[src/rtl/sram_wr_pkg.sv]
`timescale 1ns/1ps
package sram_wr_pkg;

    typedef enum logic [2:0] {
        ST_IDLE,
        ST_SETUP,
        ST_PULSE,
        ST_HOLD,
        ST_RECOVER
    } wr_state_e;

    // Write-cycle minimums of one speed grade, in picoseconds
    typedef struct packed {
        int unsigned cycle_ps;
        int unsigned sel_end_ps;
        int unsigned addr_end_ps;
        int unsigned pulse_ps;
        int unsigned dsetup_ps;
        int unsigned asetup_ps;
        int unsigned ahold_ps;
        int unsigned dhold_ps;
    } wr_timing_t;

    function automatic wr_timing_t grade_timing(input int unsigned grade_ns);
        wr_timing_t t;
        t.asetup_ps = 0;
        t.ahold_ps  = 0;
        t.dhold_ps  = 0;
        case (grade_ns)
            15: begin
                t.cycle_ps = 15000; t.sel_end_ps = 10000; t.addr_end_ps = 10000;
                t.pulse_ps = 10000; t.dsetup_ps  = 8000;
            end
            20: begin
                t.cycle_ps = 20000; t.sel_end_ps = 13000; t.addr_end_ps = 15000;
                t.pulse_ps = 13000; t.dsetup_ps  = 10000;
            end
            25: begin
                t.cycle_ps = 25000; t.sel_end_ps = 15000; t.addr_end_ps = 20000;
                t.pulse_ps = 15000; t.dsetup_ps  = 12000;
            end
            default: begin
                t.cycle_ps = 12000; t.sel_end_ps = 8000; t.addr_end_ps = 8000;
                t.pulse_ps = 8000;  t.dsetup_ps  = 6000;
            end
        endcase
        return t;
    endfunction

    // Round up to whole clock cycles; any nonzero time gives at least one
    function automatic int unsigned ps_to_cycles(input int unsigned t_ps,
                                                 input int unsigned clk_ps);
        return (t_ps + clk_ps - 1) / clk_ps;
    endfunction

    function automatic int unsigned umax(input int unsigned a, input int unsigned b);
        return (a > b) ? a : b;
    endfunction

    function automatic int unsigned usub(input int unsigned a, input int unsigned b);
        return (a > b) ? (a - b) : 0;
    endfunction

endpackage

[src/rtl/sram_wr_seq.sv]
`timescale 1ns/1ps
module sram_wr_seq
    import sram_wr_pkg::*;
#(
    parameter int unsigned S_CYC   = 1,
    parameter int unsigned P_CYC   = 1,
    parameter int unsigned H_CYC   = 1,
    parameter int unsigned REC_CYC = 0,
    parameter int unsigned CNT_W   = 2
) (
    input  logic      clk,
    input  logic      rst_n,
    input  logic      req_valid,
    output logic      req_ready,
    output logic      accept,
    output wr_state_e state_d
);

    localparam bit HAS_REC = (REC_CYC > 0);

    wr_state_e        state_q;
    logic [CNT_W-1:0] cnt_q;
    logic [CNT_W-1:0] cnt_d;
    logic             cnt_done;

    assign req_ready = rst_n && (state_q == ST_IDLE);
    assign accept    = req_valid && req_ready;
    assign cnt_done  = (cnt_q == '0);

    always_comb begin
        state_d = state_q;
        cnt_d   = cnt_q;
        unique case (state_q)
            ST_IDLE: begin
                if (accept) begin
                    state_d = ST_SETUP;
                    cnt_d   = CNT_W'(S_CYC - 1);
                end
            end
            ST_SETUP: begin
                if (cnt_done) begin
                    state_d = ST_PULSE;
                    cnt_d   = CNT_W'(P_CYC - 1);
                end else begin
                    cnt_d = cnt_q - 1'b1;
                end
            end
            ST_PULSE: begin
                if (cnt_done) begin
                    state_d = ST_HOLD;
                    cnt_d   = CNT_W'(H_CYC - 1);
                end else begin
                    cnt_d = cnt_q - 1'b1;
                end
            end
            ST_HOLD: begin
                if (cnt_done) begin
                    if (HAS_REC) begin
                        state_d = ST_RECOVER;
                        cnt_d   = CNT_W'(REC_CYC - 1);
                    end else begin
                        state_d = ST_IDLE;
                    end
                end else begin
                    cnt_d = cnt_q - 1'b1;
                end
            end
            ST_RECOVER: begin
                if (cnt_done) begin
                    state_d = ST_IDLE;
                end else begin
                    cnt_d = cnt_q - 1'b1;
                end
            end
            default: state_d = ST_IDLE;
        endcase
    end

    always_ff @(posedge clk) begin
        if (!rst_n) begin
            state_q <= ST_IDLE;
            cnt_q   <= '0;
        end else begin
            state_q <= state_d;
            cnt_q   <= cnt_d;
        end
    end

endmodule

[src/rtl/sram_wr_pins.sv]
`timescale 1ns/1ps
module sram_wr_pins
    import sram_wr_pkg::*;
#(
    parameter int unsigned ADDR_W = 15,
    parameter int unsigned DATA_W = 8
) (
    input  logic              clk,
    input  logic              rst_n,
    input  wr_state_e         state_d,
    input  logic              accept,
    input  logic [ADDR_W-1:0] req_addr,
    input  logic [DATA_W-1:0] req_data,
    output logic              sram_ce_n,
    output logic              sram_we_n,
    output logic              sram_oe_n,
    output logic [ADDR_W-1:0] sram_addr,
    output logic [DATA_W-1:0] sram_wdata,
    output logic              sram_wdata_oe
);

    logic ce_n_d;
    logic we_n_d;
    logic doe_d;

    // Pin levels for the state being entered, registered below so the
    // memory strobes come straight from flops
    always_comb begin
        ce_n_d = 1'b1;
        we_n_d = 1'b1;
        doe_d  = 1'b0;
        unique case (state_d)
            ST_IDLE:    ;
            ST_SETUP:   ce_n_d = 1'b0;
            ST_PULSE: begin
                ce_n_d = 1'b0;
                we_n_d = 1'b0;
                doe_d  = 1'b1;
            end
            ST_HOLD: begin
                ce_n_d = 1'b0;
                doe_d  = 1'b1;
            end
            ST_RECOVER: ;
            default:    ;
        endcase
    end

    always_ff @(posedge clk) begin
        if (!rst_n) begin
            sram_ce_n     <= 1'b1;
            sram_we_n     <= 1'b1;
            sram_oe_n     <= 1'b1;
            sram_wdata_oe <= 1'b0;
            sram_addr     <= '0;
            sram_wdata    <= '0;
        end else begin
            sram_ce_n     <= ce_n_d;
            sram_we_n     <= we_n_d;
            sram_oe_n     <= 1'b1;
            sram_wdata_oe <= doe_d;
            if (accept) begin
                sram_addr  <= req_addr;
                sram_wdata <= req_data;
            end
        end
    end

endmodule

[src/rtl/sram_wr_ctrl.sv]
`timescale 1ns/1ps
module sram_wr_ctrl
    import sram_wr_pkg::*;
#(
    parameter int unsigned ADDR_W   = 15,
    parameter int unsigned DATA_W   = 8,
    parameter int unsigned GRADE_NS = 12,
    parameter int unsigned CLK_PS   = 10000
) (
    input  logic              clk,
    input  logic              rst_n,
    input  logic              req_valid,
    output logic              req_ready,
    input  logic [ADDR_W-1:0] req_addr,
    input  logic [DATA_W-1:0] req_data,
    output logic              sram_ce_n,
    output logic              sram_we_n,
    output logic              sram_oe_n,
    output logic [ADDR_W-1:0] sram_addr,
    output logic [DATA_W-1:0] sram_wdata,
    output logic              sram_wdata_oe
);

    localparam wr_timing_t TIM = grade_timing(GRADE_NS);

    localparam int unsigned C_WC  = ps_to_cycles(TIM.cycle_ps,    CLK_PS);
    localparam int unsigned C_SCE = ps_to_cycles(TIM.sel_end_ps,  CLK_PS);
    localparam int unsigned C_AW  = ps_to_cycles(TIM.addr_end_ps, CLK_PS);
    localparam int unsigned C_PWE = ps_to_cycles(TIM.pulse_ps,    CLK_PS);
    localparam int unsigned C_SD  = ps_to_cycles(TIM.dsetup_ps,   CLK_PS);
    localparam int unsigned C_SA  = ps_to_cycles(TIM.asetup_ps,   CLK_PS);
    localparam int unsigned C_HA  = ps_to_cycles(TIM.ahold_ps,    CLK_PS);
    localparam int unsigned C_HD  = ps_to_cycles(TIM.dhold_ps,    CLK_PS);

    localparam int unsigned P_CYC   = umax(C_PWE, C_SD);
    localparam int unsigned S_CYC   = umax(1, umax(C_SA,
                                          umax(usub(C_AW, P_CYC), usub(C_SCE, P_CYC))));
    localparam int unsigned H_CYC   = umax(1, umax(C_HA, C_HD));
    localparam int unsigned REC_CYC = usub(C_WC, S_CYC + P_CYC + H_CYC);
    localparam int unsigned MAX_CYC = umax(umax(S_CYC, P_CYC), umax(H_CYC, REC_CYC));
    localparam int unsigned CNT_W   = $clog2(MAX_CYC + 2);

    wr_state_e state_d;
    logic      accept;

    sram_wr_seq #(
        .S_CYC   (S_CYC),
        .P_CYC   (P_CYC),
        .H_CYC   (H_CYC),
        .REC_CYC (REC_CYC),
        .CNT_W   (CNT_W)
    ) u_seq (
        .clk       (clk),
        .rst_n     (rst_n),
        .req_valid (req_valid),
        .req_ready (req_ready),
        .accept    (accept),
        .state_d   (state_d)
    );

    sram_wr_pins #(
        .ADDR_W (ADDR_W),
        .DATA_W (DATA_W)
    ) u_pins (
        .clk           (clk),
        .rst_n         (rst_n),
        .state_d       (state_d),
        .accept        (accept),
        .req_addr      (req_addr),
        .req_data      (req_data),
        .sram_ce_n     (sram_ce_n),
        .sram_we_n     (sram_we_n),
        .sram_oe_n     (sram_oe_n),
        .sram_addr     (sram_addr),
        .sram_wdata    (sram_wdata),
        .sram_wdata_oe (sram_wdata_oe)
    );

endmodule

[config.mk]
export PLATFORM = sky130hd
export DESIGN_NAME = sram_wr_ctrl
export DESIGN_NICKNAME = d
export VERILOG_FILES = /design/src/rtl/sram_wr_pkg.sv /design/src/rtl/sram_wr_seq.sv /design/src/rtl/sram_wr_pins.sv /design/src/rtl/sram_wr_ctrl.sv
export SDC_FILE = /design/constraint.sdc
export NUM_CORES = 1
export LEC_CHECK = 0
export ABC_AREA = 1
export CAP_MARGIN = 25
export CORE_AREA = 2 2 57 59
export CTS_CLUSTER_SIZE = 40
export DETAILED_ROUTE_END_ITERATION = 6
export DIE_AREA = 0 0 59 61
export DONT_BUFFER_PORTS = 1
export PLACE_DENSITY = 0.7
export SYNTH_ARGS = -nofsm -noshare
export SYNTH_HDL_FRONTEND = slang
export SYNTH_HIERARCHICAL = 1
export SYNTH_SLANG_ARGS = --single-unit
[constraint.sdc]
create_clock -name clk -period 2 [get_ports clk]
set_input_delay 0.4 -clock clk [delete_from_list [all_inputs] [get_ports clk]]
set_output_delay 0.4 -clock clk [all_outputs]
set_load 0.02 [all_outputs]
# Word level (Yosys, flattened, before mapping)

Cells that the tools add are included.

Flip-flop bits (word level): 31
Input bits: 26

Add/sub/neg operators: 1
Equality and inequality tests: 9
Muxes and demuxes: 12
Reductions and logical operators: 10

Operator list:

| operator              | number |
|---|---|
| $eq A3 B2 Y1 const B  | 4 |
| $mux W3               | 4 |
| $pmux W3 S4           | 1 |
| $eq A3 B1 Y1 const B  | 2 |
| $mux W2               | 3 |
| $pmux W2 S3           | 1 |
| $reduce_or A2 Y1      | 3 |
| $ne A2 B2 Y1 const B  | 2 |
| $eq A3 B3 Y1 const B  | 1 |
| $logic_not A3 Y1      | 1 |
| $mux W1               | 3 |
| $reduce_and A3 Y1     | 1 |
| $reduce_bool A3 Y1    | 1 |
| $reduce_or A3 Y1      | 1 |
| $logic_and A1 B1 Y1   | 2 |
| $logic_not A2 Y1      | 1 |
| $sub A2 B1 Y2 const B | 1 |

# Logic depth before layout (Yosys ltp)

Gate-level depths: netlist (run 1).

Depth after elaboration: 8
Depth in mapped cells: 10

# Cells and area by module

The synthesis (run 1) kept the hierarchy.

Modules (own cells, without submodules):

| module       | cells an instance | area each (µm²) | instances |
|---|---|---|---|
| sram_wr_pins | 158               | 1073.5          | 1 |
| sram_wr_seq  | 54                | 359.1           | 1 |

# Worst setup path before layout (run 1)

No wires, ideal clock.

Path type: input to register
Start point: input port rst_n
End point: register u_pins.sram_addr[0]
Library setup time: 0.113 ns
Data required time: 1.887 ns
Arrival: 1.437 ns
Buffers on the path: 2
Cell stages on the path: 9
Path slack: 0.450 ns
Path through: inv_1 nor3_2 nand2_1 inv_1 buf_6 buf_6 nand2_1 nand2_1 nor2_1

Longest elaborated chain between the ends: 2

Ends and longest elaborated chain:

| what                 | line               | RTL |
|---|---|---|
| from (decl)          | sram_wr_ctrl.sv:11 | `input logic rst_n,` |
| $logic_and A1 B1 Y1  | sram_wr_seq.sv:26  | `assign req_ready = rst_n && (state_q == ST_IDLE);` |
| net req_ready        | sram_wr_ctrl.sv:13 | `output logic req_ready,` |
| $logic_and A1 B1 Y1  | sram_wr_seq.sv:27  | `assign accept = req_valid && req_ready;` |
| net accept           | sram_wr_ctrl.sv:44 | `logic accept;` |
| to (signal assigned) | sram_wr_pins.sv:63 | `sram_addr <= req_addr;` |
| to (decl)            | sram_wr_pins.sv:17 | `output logic [ADDR_W-1:0] sram_addr,` |

The timed path passes the listed nets, and every way through them passes these cells.
A chain may end at the register's enable or synchronous reset.

# Final worst setup path (run 1)

Start point: register u_seq.state_q[0]
End point: output port req_ready

Longest elaborated chain between the ends: 2

Ends and longest elaborated chain:

| what                   | line               | RTL |
|---|---|---|
| from (decl)            | sram_wr_seq.sv:21  | `wr_state_e state_q;` |
| from (signal assigned) | sram_wr_seq.sv:84  | `state_q <= state_d;` |
| $logic_not A3 Y1       | sram_wr_seq.sv:26  |  |
| $logic_and A1 B1 Y1    | sram_wr_seq.sv:26  |  |
| to (decl)              | sram_wr_ctrl.sv:13 |  |

Every way passes these cells.

==> results.md, run 1 <==
- **CP Max Fanout** 7
- **fin util** 50.4%
- **synthesized area divided by synthesized cell count** 6.76 sq um
- **die span in x** 59 um
- **count of clock tree sinks** 31
- **timing-limited maximum frequency** 630 MHz
- **effective utilization at floorplan** 48.5%
- **data required time of the worst path** 1.60 ns
- **count of final setup violators** 0
- **path category of the worst min-delay check** input pin to flop
- **count of placed standard cells including taps** 239
- **Critical R2R Launch** u_seq/state_q[0]
- **violation count after the first detailed-routing iteration** 58
- **count of hold buffers inserted by post-cts repair** 0
- **nets in the synthesized netlist** 241
- **Setup WS pre-CTS** 0.602 ns
- **final instance count without filler cells** 247
- **final estimated routing congestion in global placement** 0.830
- **ranking of synthesized cells by area** sky130_fd_sc_hd__dfxtp_1 43%, sky130_fd_sc_hd__nand2_1 16%, sky130_fd_sc_hd__nor2_1 14%
- **Worst path slowest cell** sky130_fd_sc_hd__dfxtp_1
- **worst setup slack after layout** 0.413 ns
- **CTS H-Tree Depth** 2
- **portion of the post-synthesis area used by sequential elements** 43.3%
- **number of vias in the routed layout** 1129
- **final critical-path share of the clock period** 79.4%
- **static leakage** 0.000768 uW
- **overall global routing resource usage** 15.6%
- **cell type group with the largest total delay on the critical path** flip-flops
- **maximum vdd ir drop** 0.560 mV
- **number of synthesized register bits** 31
- **net total in the final layout** 242
- **Total Wirelength** 2.63 mm
- **routed len/inst** 10.6 um
- **final count of pins violating max slew** 0
- **final sum of negative setup slack** 0 ns
- **GRT Residual Overflow** 0
- **share of Yosys cell area claimed by the top area cell type** 43.3%
- **synthesized instance count** 212
- **most frequent standard cell in the layout excluding fill and tap cells** sky130_fd_sc_hd__nand2_1
- **CTS-repair resized insts** 0
- **clk_skew** 0.00604 ns
- **largest stage delay on the critical path** 0.38 ns
- **largest buffer count on any clock path** 2
- **Setup crit end kind** output pin
- **result of the run** complete, no violations
- **clock transition at the register clock pins on the worst setup and hold paths after CTS** 0.10 ns
- **overall die height** 61 um
- **count of endpoints failing hold in the final timing report** 0
- **buffer type at the clock tree root** sky130_fd_sc_hd__clkbuf_4
- **maximum number of pins on one net before global-route repair** 47
- **library cell occupying the most area in the post-synthesis netlist** sky130_fd_sc_hd__dfxtp_1
- **Boundary Pins** 54
- **total inserted antenna cells** 0
- **Detailed Place HPWL** 1.88 mm
- **warning count from the yosys run** 6
- **area delta synth->final** 3.84%
- **setup repair after global routing missed its margin** no
- **antenna violation net count after detailed routing** 0
- **num rows** 20
- **clock latency on the worst-skew pair** 0.32 ns
- **data arrival time of the worst path** 1.19 ns
- **residual DRC count** 0
- **Core Area** 2950 sq um
- **TritonCTS clock tree** done
- **post-synthesis cell type count** 22
- **Crit path buffers/inverters** 2
- **die area** 3600 sq um
- **antenna violations before repair** 0
- **crit path launch** u_seq/state_q[0]
- **Detailed Routing Iterations Pass 1** 4
- **first-pass GRT wire length** 4.10 mm
- **cell-by-cell listing of the critical path** inv_2 > nand2_4 > nor3_2 > buf_4
- **critical setup path kind** flop to output pin
- **Buffers on Ports** 0
- **fraction of final layout cells sized beyond drive strength 1** 7.94%
- **post-CTS setup buffer count** 0
- **TritonCTS Buffers** 5
- **number of violations of the max-capacitance limit** 0
- **commonest non-fill, non-tap cells in the layout** 61 x sky130_fd_sc_hd__nand2_1, 54 x sky130_fd_sc_hd__nor2_1, 33 x sky130_fd_sc_hd__inv_1
- **vias in the first global route** 975
- **per-cell via count in the routed design** 4.57
- **CP Launch Type** flop
- **power per unit of standard cell area** 962 nW/um^2
- **minimum period implied by the final worst setup slack** 1.59 ns
- **netlist area before placement** 1430 sq um
- **startpoint of the tightest hold check path** rst_n
## state kept, by name (all words and copies together) (netlist names)
name and count:
u_pins/sram_addr 15, u_pins/sram_wdata 8, u_seq/state_q 3, u_seq/cnt_q 2
u_pins/sram_ce_n 1, u_pins/sram_wdata_oe 1, u_pins/sram_we_n 1
## cells in the mapped netlist (all sizes together)
| library cell | instances |
|---|---|
| nand3b | 2 |
| dfxtp | 31 |
| a31oi | 1 |
| nor2 | 55 |
| nor4 | 1 |
| nand4 | 1 |
| o21ai | 2 |
| nand2 | 63 |
| a21oi | 1 |
| nand3 | 5 |
| conb | 1 |
| ha | 3 |
| inv | 35 |
| nor3 | 3 |
| buf | 8 |
## logic make-up after synthesis
family                   share of synthesized area (%)
adder cells (fa/ha/maj)                           2.62
buffers and inverters                             15.2
other                                            0.262
flip-flops                                        43.3
AND/OR/NAND/NOR                                   36.9
AO/OA/AOI/OAI                                     1.75
## metal layers
layer  up-vias  GRT usage [%]  part of all wire, %
met5         -              0                    0
met4         0           8.77                 0.72
met3         2           6.82                  7.7
met2        37           25.4                   47
met1       473           17.1                   45
li1        617              -                    -
## worst reg2reg max path, delay by kind of cell (launching register included)
kind / cells / cell delay, ns
buffers and inverters: 3 / 0.42
flip-flops: 1 / 0.38
AND/OR/NAND/NOR: 6 / 0.52
## where the power goes
group	internal (uW)	switching [uW]
Combinational	90.8	140
Sequential	679	106
Clock	205	210
Total	976	456
## per-stage QoR
stage	hold WS [ns]	power (uW)	area [sq um]
6_report	0.181	1430	1490
5_1_grt	0.148	1530	1490
4_1_cts	0.151	1460	1490
3_5_place_dp	0.527	1030	1420
3_3_place_gp	0.524	1030	1420
2_1_floorplan	0.520	1000	1430
## layout make-up
| cell class | instances | area, sq um |
|---|---|---|
| Tap cell | 33 | 41.3 |
| Inverter | 35 | 131 |
| Clock buffer | 7 | 65.1 |
| Timing Repair Buffer | 2 | 27.5 |
| Sequential cell | 31 | 621 |
| Clock inverter | 1 | 7.51 |
| Multi-Input combinational cell | 138 | 594 |
| Fill cell | 293 | 1470 |
## path summary, 6_finish.rpt
check        slack, ns                   end  depth (start not counted)
max               0.41             req_ready                          4
min               0.18        u_seq/cnt_q[1]                          2
max reg2reg       0.59  u_pins/sram_addr[10]                          9
min reg2reg       0.57   u_pins/sram_addr[6]                          2
Power figures use the tool's default switching activity.
==> run 2: changes to the inputs <==
Clock period 2 ns to 1.5 ns, I/O delays scaled along.
==> run 2 against run 1 <==
  * Cell area up 0.25%
  * Highest routed layer unchanged
  * Global-route usage is 0.48 points lower
  * Critical endpoint unchanged
  * Sequential share of layout area down 0.10 points
  * Largest power group unchanged
  * Hold slack worse by 0.084 ns
==> results.md, run 2 (same netlist as run 1, synthesis figures left out) <==
- **result of the run** complete, no violations
- **Detailed Routing Iterations Pass 1** 4
- **GRT Residual Overflow** 0
- **clock latency on the worst-skew pair** 0.31 ns
- **path category of the worst min-delay check** input pin to flop
- **Pwr Total** 1790 uW
- **minimum period implied by the final worst setup slack** 1.42 ns
- **total inserted antenna cells** 0
- **TritonCTS clock tree** done
- **count of final setup violators** 0
- **timing-limited maximum frequency** 703 MHz
- **overall die height** 61 um
- **startpoint of the tightest hold check path** rst_n
- **fraction of final layout cells sized beyond drive strength 1** 8.37%
- **per-cell via count in the routed design** 4.51
- **critical setup path kind** flop to output pin
- **maximum number of pins on one net before global-route repair** 28
- **largest reg by FF count** u_pins/sram_addr
- **TritonCTS Buffers** 5
- **power per unit of standard cell area** 1200 nW/um^2
- **static leakage** 0.000771 uW
- **clock transition at the register clock pins on the worst setup and hold paths after CTS** 0.09 ns
- **net total in the final layout** 245
- **die area** 3600 sq um
- **commonest non-fill, non-tap cells in the layout** 61 x sky130_fd_sc_hd__nand2_1, 54 x sky130_fd_sc_hd__nor2_1, 33 x sky130_fd_sc_hd__inv_1
- **count of placed standard cells including taps** 242
- **area delta synth->final** 4.10%
- **residual DRC count** 0
- **flip-flop count of the largest register after layout** 15
- **antenna violation net count after detailed routing** 0
- **antenna violations before repair** 0
- **Critical R2R Launch** u_seq/state_q[0]
- **first-pass GRT wire length** 3.96 mm
- **final critical-path share of the clock period** 94.8%
- **count of endpoints failing hold in the final timing report** 0
- **largest buffer count on any clock path** 2
- **cell-by-cell listing of the critical path** inv_2 > nand2_4 > nor3_4 > buf_4
- **count of clock tree sinks** 31
- **routed len/inst** 10.7 um
- **biggest regs** u_pins/sram_addr x15, u_pins/sram_wdata x8, u_seq/state_q x3
- **post-route standard cell area excluding fillers** 1490 sq um
- **vias in the first global route** 912
- **final estimated routing congestion in global placement** 0.776
- **CTS H-Tree Depth** 2
- **hold path depth** 2
- **number of vias in the routed layout** 1119
- **overall global routing resource usage** 15.1%
- **post-CTS setup buffer count** 0
- **crit path launch** u_seq/state_q[0]
- **Total Wirelength** 2.65 mm
- **r2r worst-path depth** 9
- **die span in x** 59 um
- **number of violations of the max-capacitance limit** 0
- **data required time of the worst path** 1.20 ns
- **clk_skew** 0.00736 ns
- **Worst path slowest cell** sky130_fd_sc_hd__dfxtp_1
- **final sum of negative setup slack** 0 ns
- **largest stage delay on the critical path** 0.37 ns
- **effective utilization at floorplan** 48.5%
- **post-place instance area** 1440 sq um
- **CP Launch Type** flop
- **setup repair after global routing missed its margin** no
- **buffer type at the clock tree root** sky130_fd_sc_hd__clkbuf_4
- **data arrival time of the worst path** 1.12 ns
- **Buffers on Ports** 0
- **count of hold buffers inserted by post-cts repair** 0
- **CP Max Fanout** 6
- **maximum vdd ir drop** 0.454 mV
- **violation count after the first detailed-routing iteration** 53
- **most frequent standard cell in the layout excluding fill and tap cells** sky130_fd_sc_hd__nand2_1
- **Boundary Pins** 54
- **final instance count without filler cells** 248
- **Detailed Place HPWL** 1.90 mm
- **Core Area** 2950 sq um
- **Setup crit end kind** output pin
- **final count of pins violating max slew** 0
- **num rows** 20
==> run 2: final cells by class <==
| cell class | instances | area (sq um) |
|---|---|---|
| sequential | 31 | 621 |
| fill | 306 | 1460 |
| clock buffer | 6 | 41.3 |
| inverter | 35 | 131 |
| tap | 33 | 41.3 |
| timing repair buffer | 5 | 53.8 |
| multi-input combinational | 138 | 603 |
==> run 2: repair_timing <==
item,in CTS,in global routing
setup endpoints to repair,0,6
endpoints found under the hold margin,0,0
resized for setup,0,2
==> run 2: through the flow <==
step / setup WS, ns / utilization (%) / hold WS (ns)
after floorplan: 0.0859 / - / 0.420
after global placement: 0.144 / 48.9 / 0.425
after detailed placement: 0.130 / 48.9 / 0.427
after CTS: 0.0585 / 50.3 / 0.0795
after global routing: 0.0108 / 50.5 / 0.0667
final: 0.0775 / 50.5 / 0.0976
==> run 2: layer usage <==
metal	track usage [%]	vias to the layer above	wire [um]
li1	-	620	-
met1	18.4	458	1270
met2	22.9	39	1180
met3	7.04	2	175
met4	6.82	0	21
met5	0	-	0
==> run 2: worst paths after layout <==
check	to	slack (ns)
max	req_ready	0.08
min	u_seq/cnt_q[1]	0.1
max reg2reg	u_pins/sram_addr[1]	0.15
min reg2reg	u_pins/sram_wdata[6]	0.57
==> run 2: critical path: cells and delay by family, from the launching register on <==
family | cells | cell delay [ns]
buffers and inverters | 2 | 0.26
AND/OR/NAND/NOR | 2 | 0.18
flip-flops | 1 | 0.37
==> run 2: where the power goes <==
| part | internal (uW) | switching (uW) | total (uW) |
|---|---|---|---|
| clock | 166 | 245 | 411 |
| combinational | 139 | 195 | 334 |
| sequential | 906 | 140 | 1050 |
| total | 1210 | 580 | 1790 |
==> run 3: changes to the inputs <==
Settings changed: SETUP_SLACK_MARGIN from default to 0.15.
==> run 3 against run 2 <==
  * Hold slack lost 0.0031 ns
  * Global-route usage hardly changed
  * Final cell count grew 1.6%
  * Clock power rose by 6.3%
  * Sequential power about the same
  * Setup slack better by 0.048 ns
  * Core utilization grew 2.1 points
  * Critical endpoint unchanged
  * Largest power group unchanged
==> results.md, run 3 (same netlist as run 1, synthesis figures left out) <==
- **minimum period implied by the final worst setup slack** 1.37 ns
- **clock transition at the register clock pins on the worst setup and hold paths after CTS** 0.09 ns
- **maximum number of pins on one net before global-route repair** 47
- **power per unit of standard cell area** 1200 nW/um^2
- **clock latency on the worst-skew pair** 0.32 ns
- **final estimated routing congestion in global placement** 0.807
- **Setup WS pre-CTS** 0.128 ns
- **fin util** 52.6%
- **Total Wirelength** 2.71 mm
- **antenna violation net count after detailed routing** 0
- **timing-limited maximum frequency** 728 MHz
- **final count of pins violating max slew** 0
- **die area** 3600 sq um
- **final sum of negative setup slack** 0 ns
- **Core Area** 2950 sq um
- **sink of the worst hold path** u_seq/cnt_q[1]
- **overall global routing resource usage** 15.1%
- **per-cell via count in the routed design** 4.67
- **count of final setup violators** 0
- **number of violations of the max-capacitance limit** 0
- **startpoint of the tightest hold check path** rst_n
- **Boundary Pins** 54
- **sum of routed wire segments on met1** 1.23 mm
- **number of vias in the routed layout** 1177
- **biggest regs** u_pins/sram_addr x15, u_pins/sram_wdata x8, u_seq/state_q x3
- **maximum vdd ir drop** 0.460 mV
- **die span in x** 59 um
- **final critical-path share of the clock period** 91.6%
- **largest buffer count on any clock path** 2
- **largest reg by FF count** u_pins/sram_addr
- **count of placed standard cells including taps** 239
- **reg-to-reg critical path endpoint** u_pins/sram_wdata[4]
- **r2r worst-path depth** 9
- **first-pass GRT wire length** 4.02 mm
- **Detailed Place HPWL** 1.73 mm
- **total inserted antenna cells** 0
- **top metal layer carrying routed signals** met4
- **effective utilization at floorplan** 48.5%
- **clk_skew** 0.00751 ns
- **GRT Residual Overflow** 0
- **slack of the worst reg-to-reg path** 0.16 ns
- **fraction of final layout cells sized beyond drive strength 1** 12.3%
- **count of clock tree sinks** 31
- **Critical R2R Launch** u_seq/state_q[0]
- **total met3 wirelength after detailed routing** 176 um
- **antenna violations before repair** 0
- **worst setup slack after layout** 0.126 ns
- **TritonCTS Buffers** 5
- **area delta synth->final** 8.47%
- **overall die height** 61 um
- **data arrival time of the worst path** 1.07 ns
- **count of hold buffers inserted by post-cts repair** 0
- **static leakage** 0.000795 uW
- **net total in the final layout** 247
- **Detailed Routing Iterations Pass 1** 4
- **num rows** 20
- **buffer type at the clock tree root** sky130_fd_sc_hd__clkbuf_4
- **residual DRC count** 0
- **result of the run** complete, no violations
- **critical setup path kind** flop to output pin
- **flip-flop count of the largest register after layout** 15
- **Buffers on Ports** 0
- **CTS H-Tree Depth** 2
- **final instance count without filler cells** 252
- **setup repair after global routing missed its margin** yes
- **path category of the worst min-delay check** input pin to flop
- **commonest non-fill, non-tap cells in the layout** 61 x sky130_fd_sc_hd__nand2_1, 53 x sky130_fd_sc_hd__nor2_1, 31 x sky130_fd_sc_hd__inv_1
- **violation count after the first detailed-routing iteration** 66
- **most frequent standard cell in the layout excluding fill and tap cells** sky130_fd_sc_hd__nand2_1
- **detailed-routed wire length on met2** 1.27 mm
- **CP Launch Type** flop
- **TritonCTS clock tree** done
- **Setup crit end kind** output pin
- **data required time of the worst path** 1.20 ns
- **count of endpoints failing hold in the final timing report** 0
- **vias in the first global route** 968
- **hold path depth** 2
- **CP Max Fanout** 2
- **routed len/inst** 10.8 um
## run 3: how the worst max path moves through the flow
stage,slack [ns],start,to
floorplan,0.11,u_seq/state_q[0],u_pins/sram_addr[0]
global placement,0.15,u_seq/state_q[0],u_pins/sram_addr[7]
detailed placement,0.13,u_seq/state_q[0],u_pins/sram_wdata[4]
CTS,0.06,u_seq/state_q[0],req_ready
global route,0.07,u_seq/state_q[1],req_ready
finish,0.13,u_seq/state_q[0],req_ready
## run 3: final cells by class
class | instances | area, sq um
multi-input cells | 138 | 616
fillers | 306 | 1400
inverters | 35 | 134
flip-flops and latches | 31 | 627
clock buffers | 7 | 45.0
well taps | 33 | 41.3
repair buffers | 7 | 86.3
clock inverters | 1 | 5.00
## run 3: what timing repair did
action / in CTS / in global routing
pin swaps: 2 / 2
gates cloned: 0 / 1
gates resized for setup: 4 / 5
setup endpoints to repair: 25 / 27
setup buffers: 3 / 1
## run 3: routing by layer
layer / GRT usage [%] / vias up
li1: - / 626
met1: 17.0 / 508
met2: 24.6 / 39
met3: 5.76 / 4
met4: 8.77 / 0
met5: 0 / -
## run 3: worst max-delay path, cell delays in order (launching register included)
cell,delay (ns)
sky130_fd_sc_hd__dfxtp_4,0.36
sky130_fd_sc_hd__inv_4,0.06
sky130_fd_sc_hd__nand2_4,0.06
sky130_fd_sc_hd__nor3_4,0.14
sky130_fd_sc_hd__buf_6,0.14
## run 3: per-stage QoR
step,hold slack (ns),total power [uW],instance area (sq um)
floorplan,0.420,1340,1440
global placement,0.426,1370,1420
detailed placement,0.428,1380,1420
CTS,0.0721,1850,1510
global route,0.0641,1990,1550
finish,0.0945,1860,1550
## run 3: power breakdown
group          leakage [uW]  internal (uW)  switching (uW)
clock network     0.0000293            182             254
registers          0.000256            908             135
logic              0.000509            166             214
